--- src/rtl/cam_bus_pkg.sv ---
package cam_bus_pkg;

    typedef enum logic [3:0] {
        OPC_NONE = 4'h0,
        OPC_REG  = 4'h1,
        OPC_CMP  = 4'h2,
        OPC_MOVE = 4'h3
    } opcode_e;

    typedef struct packed {
        logic mem_wr;
        logic mem_rd;
        logic reg_wr;
        logic reg_rd;
        logic cmp;
        logic move;
        logic sw_instr;
        logic sw_dwr;
        logic sw_drd;
    } req_t;

endpackage

--- src/rtl/cam_strobe_edge.sv ---
module cam_strobe_edge (
    input  logic clk,
    input  logic rst_n,
    input  logic strobe_n,
    output logic fall
);
    logic prev_d, prev_q;

    always_comb begin
        prev_d = strobe_n;
    end

    always_ff @(posedge clk) begin
        if (!rst_n) prev_q <= 1'b1;
        else        prev_q <= prev_d;
    end

    assign fall = prev_q & ~strobe_n;
endmodule

--- src/rtl/cam_cycle_classify.sv ---
module cam_cycle_classify
    import cam_bus_pkg::*;
#(
    parameter int OP_W      = 4,
    parameter int IDX_W     = 4,
    parameter int WIDE_REGS = 9
) (
    input  logic             selected,
    input  logic             sw_mode,
    input  logic             wr_n,
    input  logic             av_n,
    input  logic [OP_W-1:0]  opcode,
    input  logic [IDX_W-1:0] reg_idx,
    input  logic             seg_hi,
    output req_t             req,
    output logic             is_read
);
    localparam logic [IDX_W-1:0] WIDE_LIM = IDX_W'(WIDE_REGS);

    logic seg_ok;

    always_comb begin
        seg_ok = !seg_hi || (reg_idx < WIDE_LIM);
        req    = '0;
        if (selected) begin
            if (sw_mode) begin
                if (av_n) req.sw_instr = !wr_n;
                else begin
                    req.sw_dwr = !wr_n;
                    req.sw_drd = wr_n;
                end
            end else if (!av_n) begin
                req.mem_wr = !wr_n;
                req.mem_rd = wr_n;
            end else begin
                case (opcode)
                    OP_W'(OPC_REG): begin
                        req.reg_wr = !wr_n && seg_ok;
                        req.reg_rd = wr_n && seg_ok;
                    end
                    OP_W'(OPC_CMP):  req.cmp  = !wr_n;
                    OP_W'(OPC_MOVE): req.move = 1'b1;
                    default: ;
                endcase
            end
        end
        is_read = req.mem_rd | req.reg_rd | req.sw_drd;
    end
endmodule

--- src/rtl/cam_bus_decoder.sv ---
module cam_bus_decoder
    import cam_bus_pkg::*;
#(
    parameter int AC_W      = 13,
    parameter int DW        = 32,
    parameter int INSTR_W   = 12,
    parameter int OP_W      = 4,
    parameter int IDX_W     = 4,
    parameter int WIDE_REGS = 9
) (
    input  logic               clk,
    input  logic               rst_n,
    input  logic               sw_mode,
    input  logic               strobe_n,
    input  logic               sel_a_n,
    input  logic               sel_b_n,
    input  logic               wr_n,
    input  logic               av_n,
    input  logic [AC_W-1:0]    ac_bus,
    input  logic               seg_hi,
    input  logic               vb_n,
    input  logic [DW-1:0]      dq_in,
    input  logic [DW-1:0]      rd_data,
    input  logic               rd_vb_n,
    output logic               mem_wr,
    output logic               mem_rd,
    output logic               reg_wr,
    output logic               reg_rd,
    output logic               cmp_req,
    output logic               move_req,
    output logic               sw_instr,
    output logic               sw_data_wr,
    output logic               sw_data_rd,
    output logic [AC_W-1:0]    tgt_addr,
    output logic               seg_sel,
    output logic [DW-1:0]      wr_data,
    output logic               entry_valid,
    output logic [INSTR_W-1:0] instr_code,
    output logic [DW-1:0]      dq_out,
    output logic               dq_oe,
    output logic               vb_out_n,
    output logic               vb_oe
);
    localparam int PAD_W = AC_W - IDX_W;

    typedef struct packed {
        req_t               req;
        logic [AC_W-1:0]    addr;
        logic               seg;
        logic [DW-1:0]      wdata;
        logic               ent_valid;
        logic [INSTR_W-1:0] instr;
        logic               oe;
        logic               vb_drive;
    } state_t;

    state_t s_d, s_q;
    logic   fall;
    logic   selected;
    req_t   cls_req;
    logic   cls_read;

    cam_strobe_edge u_edge (
        .clk      (clk),
        .rst_n    (rst_n),
        .strobe_n (strobe_n),
        .fall     (fall)
    );

    assign selected = !sel_a_n || !sel_b_n;

    cam_cycle_classify #(
        .OP_W      (OP_W),
        .IDX_W     (IDX_W),
        .WIDE_REGS (WIDE_REGS)
    ) u_cls (
        .selected (selected),
        .sw_mode  (sw_mode),
        .wr_n     (wr_n),
        .av_n     (av_n),
        .opcode   (ac_bus[AC_W-1 -: OP_W]),
        .reg_idx  (ac_bus[IDX_W-1:0]),
        .seg_hi   (seg_hi),
        .req      (cls_req),
        .is_read  (cls_read)
    );

    always_comb begin
        s_d     = s_q;
        s_d.req = '0;
        if (fall) begin
            s_d.req       = cls_req;
            s_d.seg       = seg_hi;
            s_d.wdata     = dq_in;
            s_d.ent_valid = !vb_n;
            s_d.instr     = dq_in[INSTR_W-1:0];
            if (sw_mode)    s_d.addr = '0;
            else if (av_n)  s_d.addr = {{PAD_W{1'b0}}, ac_bus[IDX_W-1:0]};
            else            s_d.addr = ac_bus;
            s_d.oe        = !strobe_n && cls_read;
            s_d.vb_drive  = !strobe_n && cls_req.mem_rd;
        end else begin
            s_d.oe       = !strobe_n && s_q.oe;
            s_d.vb_drive = !strobe_n && s_q.vb_drive;
        end
    end

    always_ff @(posedge clk) begin
        if (!rst_n) s_q <= '0;
        else        s_q <= s_d;
    end

    assign mem_wr      = s_q.req.mem_wr;
    assign mem_rd      = s_q.req.mem_rd;
    assign reg_wr      = s_q.req.reg_wr;
    assign reg_rd      = s_q.req.reg_rd;
    assign cmp_req     = s_q.req.cmp;
    assign move_req    = s_q.req.move;
    assign sw_instr    = s_q.req.sw_instr;
    assign sw_data_wr  = s_q.req.sw_dwr;
    assign sw_data_rd  = s_q.req.sw_drd;
    assign tgt_addr    = s_q.addr;
    assign seg_sel     = s_q.seg;
    assign wr_data     = s_q.wdata;
    assign entry_valid = s_q.ent_valid;
    assign instr_code  = s_q.instr;
    assign dq_out      = rd_data;
    assign dq_oe       = s_q.oe;
    assign vb_out_n    = rd_vb_n;
    assign vb_oe       = s_q.vb_drive;
endmodule

--- config.mk ---
export PLATFORM = sky130hd
export DESIGN_NAME = cam_bus_decoder
export DESIGN_NICKNAME = d
export VERILOG_FILES = /design/src/rtl/cam_bus_pkg.sv /design/src/rtl/cam_strobe_edge.sv /design/src/rtl/cam_cycle_classify.sv /design/src/rtl/cam_bus_decoder.sv
export SDC_FILE = /design/constraint.sdc
export NUM_CORES = 1
export LEC_CHECK = 0
export ABC_CLOCK_PERIOD_IN_PS = 1200
export BUFFER_PORTS_ARGS = -buffer_cell sky130_fd_sc_hd__buf_2
export CORE_ASPECT_RATIO = 1.2
export CORE_MARGIN = 4
export CORE_UTILIZATION = 25
export DETAILED_ROUTE_END_ITERATION = 16
export PLACE_DENSITY = 0.61
export SYNTH_ARGS = -nofsm -noshare
export SYNTH_HDL_FRONTEND = slang
export SYNTH_HIERARCHICAL = 1
export SYNTH_SLANG_ARGS = --single-unit
--- constraint.sdc ---
create_clock -name clk -period 1.2 [get_ports clk]
set_clock_uncertainty 0.1 [all_clocks]
set_input_delay 0.12 -clock clk [delete_from_list [all_inputs] [get_ports clk]]
set_output_delay 0.12 -clock clk [all_outputs]
set_load 0.02 [all_outputs]
==> impl_metrics.ini <==
[route]
antenna_left = 0
dr.pass1.iters = 4
drt-initial-drc-count = 70
drc = 0
drt-total-wl_mm = 7.92
route.vias.total = 2239
wl_per_cell_um = 14.9
vias_per_cell = 4.22

[timing]
slew_violations = 0
rsz0062_at_grt = yes
worst_pin_slew_ns = 0.306
slew_headroom = 0.795
finalHoldViolCount = 0
finalSetupViolations = 47
fmax_mhz = 763
fin_ws_ns = -0.111
hold_slack_ns = 0.0442
finalCritPeriodShare = 1.09
layout_min_cycle_time_ns = 1.31

[yosys]
synth_top_area_share = 0.430
yosysWarnings = 6
ys_seq_area_frac = 0.430
ys_seq_elements = 59
synth_area_leaders = dfxtp_1 (43%), mux2i_1 (13%), buf_4 (13%)
synth.net_count = 351
synth_compound_area_frac = 0.0519
synth_cell_types = 26
syn_area_um2 = 2750
synth_top_family_by_area = simple AND/OR/NAND/NOR gates
syn_area_per_cell_um2 = 10.4
syn_inst = 263
yosys-mux-area-fraction = 0.128
synthXorXnorAreaFrac = 0
synth-adder-area-share = 0
yosysTopAreaCell = dfxtp_1
synth-simple-area-share = 0.226

[floorplan]
core_area_um2 = 10600
die_width_um = 104
die_h_um = 123
start_util = 0.259
die_area_um2 = 12700
pin_count = 191
row_count = 41

[cells_and_area]
area_delta_synth_final_pct = 54.6
num-nets-final = 485
final_cell_mix = buf_2 (124), dfxtp_1 (58), nor2b_1 (42), dlygate4sd3_1 (38), mux2i_1 (33)
diodes = 0
layoutNonFillerInstCount = 531
final_common_cell = buf_2
fillers = 1014
drive_gt1_frac = 0.430
finish.utilization = 0.400

[placement]
dp_hpwl_mm = 4.55
portBuffers = 124
place_ws_ns = -0.0870
gp_congestion = 0.739
dpl.cell_count = 467

[pwr]
netSwitchingFraction = 0.217
p_per_area_nw_per_um2 = 1470
power_frac_seq = 0.335
switching_power_uw = 1360
peakVddDrop_v = 0.000674
p_comb_frac = 0.150
pwr-share-clk = 0.515
power.internal_uw = 4890
p_leak_uw = 0.00208

[grt]
grt_overflow_total = 0
grt_pass1_vias = 2324
grt_use_total = 0.114
grt_max_degree = 59
grt_pass1_wl_mm = 11.4
antenna_found_initial = 0

[outcome]
status = finished with violations
violations = setup timing

[cts]
clock_sinks = 59
clockRootBuffer = clkbuf_16
cts_buffers = 9
clockBufferDepth = 2
htree_levels = 3
clk_pin_slew_ns = 0.05
clk_latency_ns = 0.32
tritoncts = yes

[worst_hold_path]
worstHoldPathCells = 3
hp-class = in -> reg

[critical_path]
worstSetupPathType = reg -> reg
start_kind = flip-flop
cp_max_fo = 6
cp.required_ns = 1.37
cp.arrival_ns = 1.48
cp-end-kind = flip-flop
reg2reg_depth = 5

[job]
cap_violations = 0
layout make-up:
type,count,area [µm²],area share
repair buffers,183,1360,0.320
clock buffers,12,256,0.0604
clock inverters,4,120,0.0283
inverters,1,3.75,0.000883
multi-input cells,143,1170,0.274
well taps,129,161,0.0380
flip-flops and latches,59,1180,0.278
path summary, 6_finish.rpt:
check	start	slack, ns	to
worst max-delay path	u_edge/prev_q	-0.11	tgt_addr[12]
worst min-delay path	strobe_n	0.04	vb_oe
worst min register to register	tgt_addr[0]	0.37	tgt_addr[0]
worst max register to register	u_edge/prev_q	-0.11	tgt_addr[12]
registers in the layout, summed over array words and instances (netlist names):
| signal | count |
|---|---|
| vb_oe | 1 |
| sw_data_wr | 1 |
| sw_data_rd | 1 |
| u_edge/prev_q | 1 |
| mem_wr | 1 |
| seg_sel | 1 |
| reg_rd | 1 |
| sw_instr | 1 |
| move_req | 1 |
| tgt_addr | 13 |
| cmp_req | 1 |
| entry_valid | 1 |
| mem_rd | 1 |
| wr_data | 32 |
| dq_oe | 1 |
| reg_wr | 1 |
power by group through the flow:
stage	registers, µW	clock network, µW	logic (µW)
6_report	2090	3220	937
5_1_grt	2100	3430	1010
4_1_cts	2090	3330	848
3_5_place_dp	2130	0	696
3_3_place_gp	2130	0	691
2_1_floorplan	2230	0	507
per-layer routing:
layer	track usage	wire (µm)	share of wire
met2	0.197	3980	0.50
met3	0.0331	448	0.057
met5	0	0	0
met4	0.0748	125	0.016
met1	0.124	3360	0.42
repair_timing:
item	in CTS	in global routing
setup buffers	2	0
resized for setup	5	13
cloned	2	6
hold buffers	38	0
endpoints found under the hold margin	38	0
setup endpoints to repair	45	58
pin swaps	1	17
stage by stage:
stage	cell area [µm²]	total power [µW]	setup TNS, ns
2_1_floorplan	2760	2740	0
3_3_place_gp	3210	2820	-0.268
3_5_place_dp	3210	2830	-1.28
4_1_cts	4050	6270	-3.08
5_1_grt	4250	6540	-5.64
6_report	4250	6250	-2.89
logic make-up (layout without fill, tap and decap cells):
kind of cell           Yosys count  in the layout
muxes                           35             35
buffers and inverters           61            200
AOI/OAI and AO/OA               16             16
and+or+nand+nor                 92             92
DFF                             59             59
synthesized netlist by cell type:
| master | n |
|---|---|
| inv_1 | 1 |
| nand3b_1 | 4 |
| nand2b_1 | 7 |
| buf_2 | 4 |
| nor4b_2 | 1 |
| mux2i_1 | 35 |
| buf_6 | 6 |
| nor3_1 | 4 |
| and2b_1 | 1 |
| clkbuf_1 | 4 |
| and4bb_1 | 6 |
| nor2_1 | 6 |
| a21oi_2 | 1 |
| and3_2 | 2 |
| o211a_1 | 1 |
| nor2b_1 | 43 |
| and3_1 | 10 |
| o21a_1 | 9 |
| nand4_2 | 1 |
| a21boi_0 | 4 |
| dfxtp_1 | 59 |
| nand2_1 | 3 |
| o311ai_4 | 1 |
| nor3b_1 | 1 |
| nor4bb_1 | 3 |
| buf_4 | 46 |
critical path: stages (launching register included):
cell      delay [ns]
dfxtp_2         0.31
nor2b_4         0.17
buf_12          0.16
buf_16          0.13
nor4bb_2        0.22
o21a_1          0.16
(Power assumes the default switching activity.)
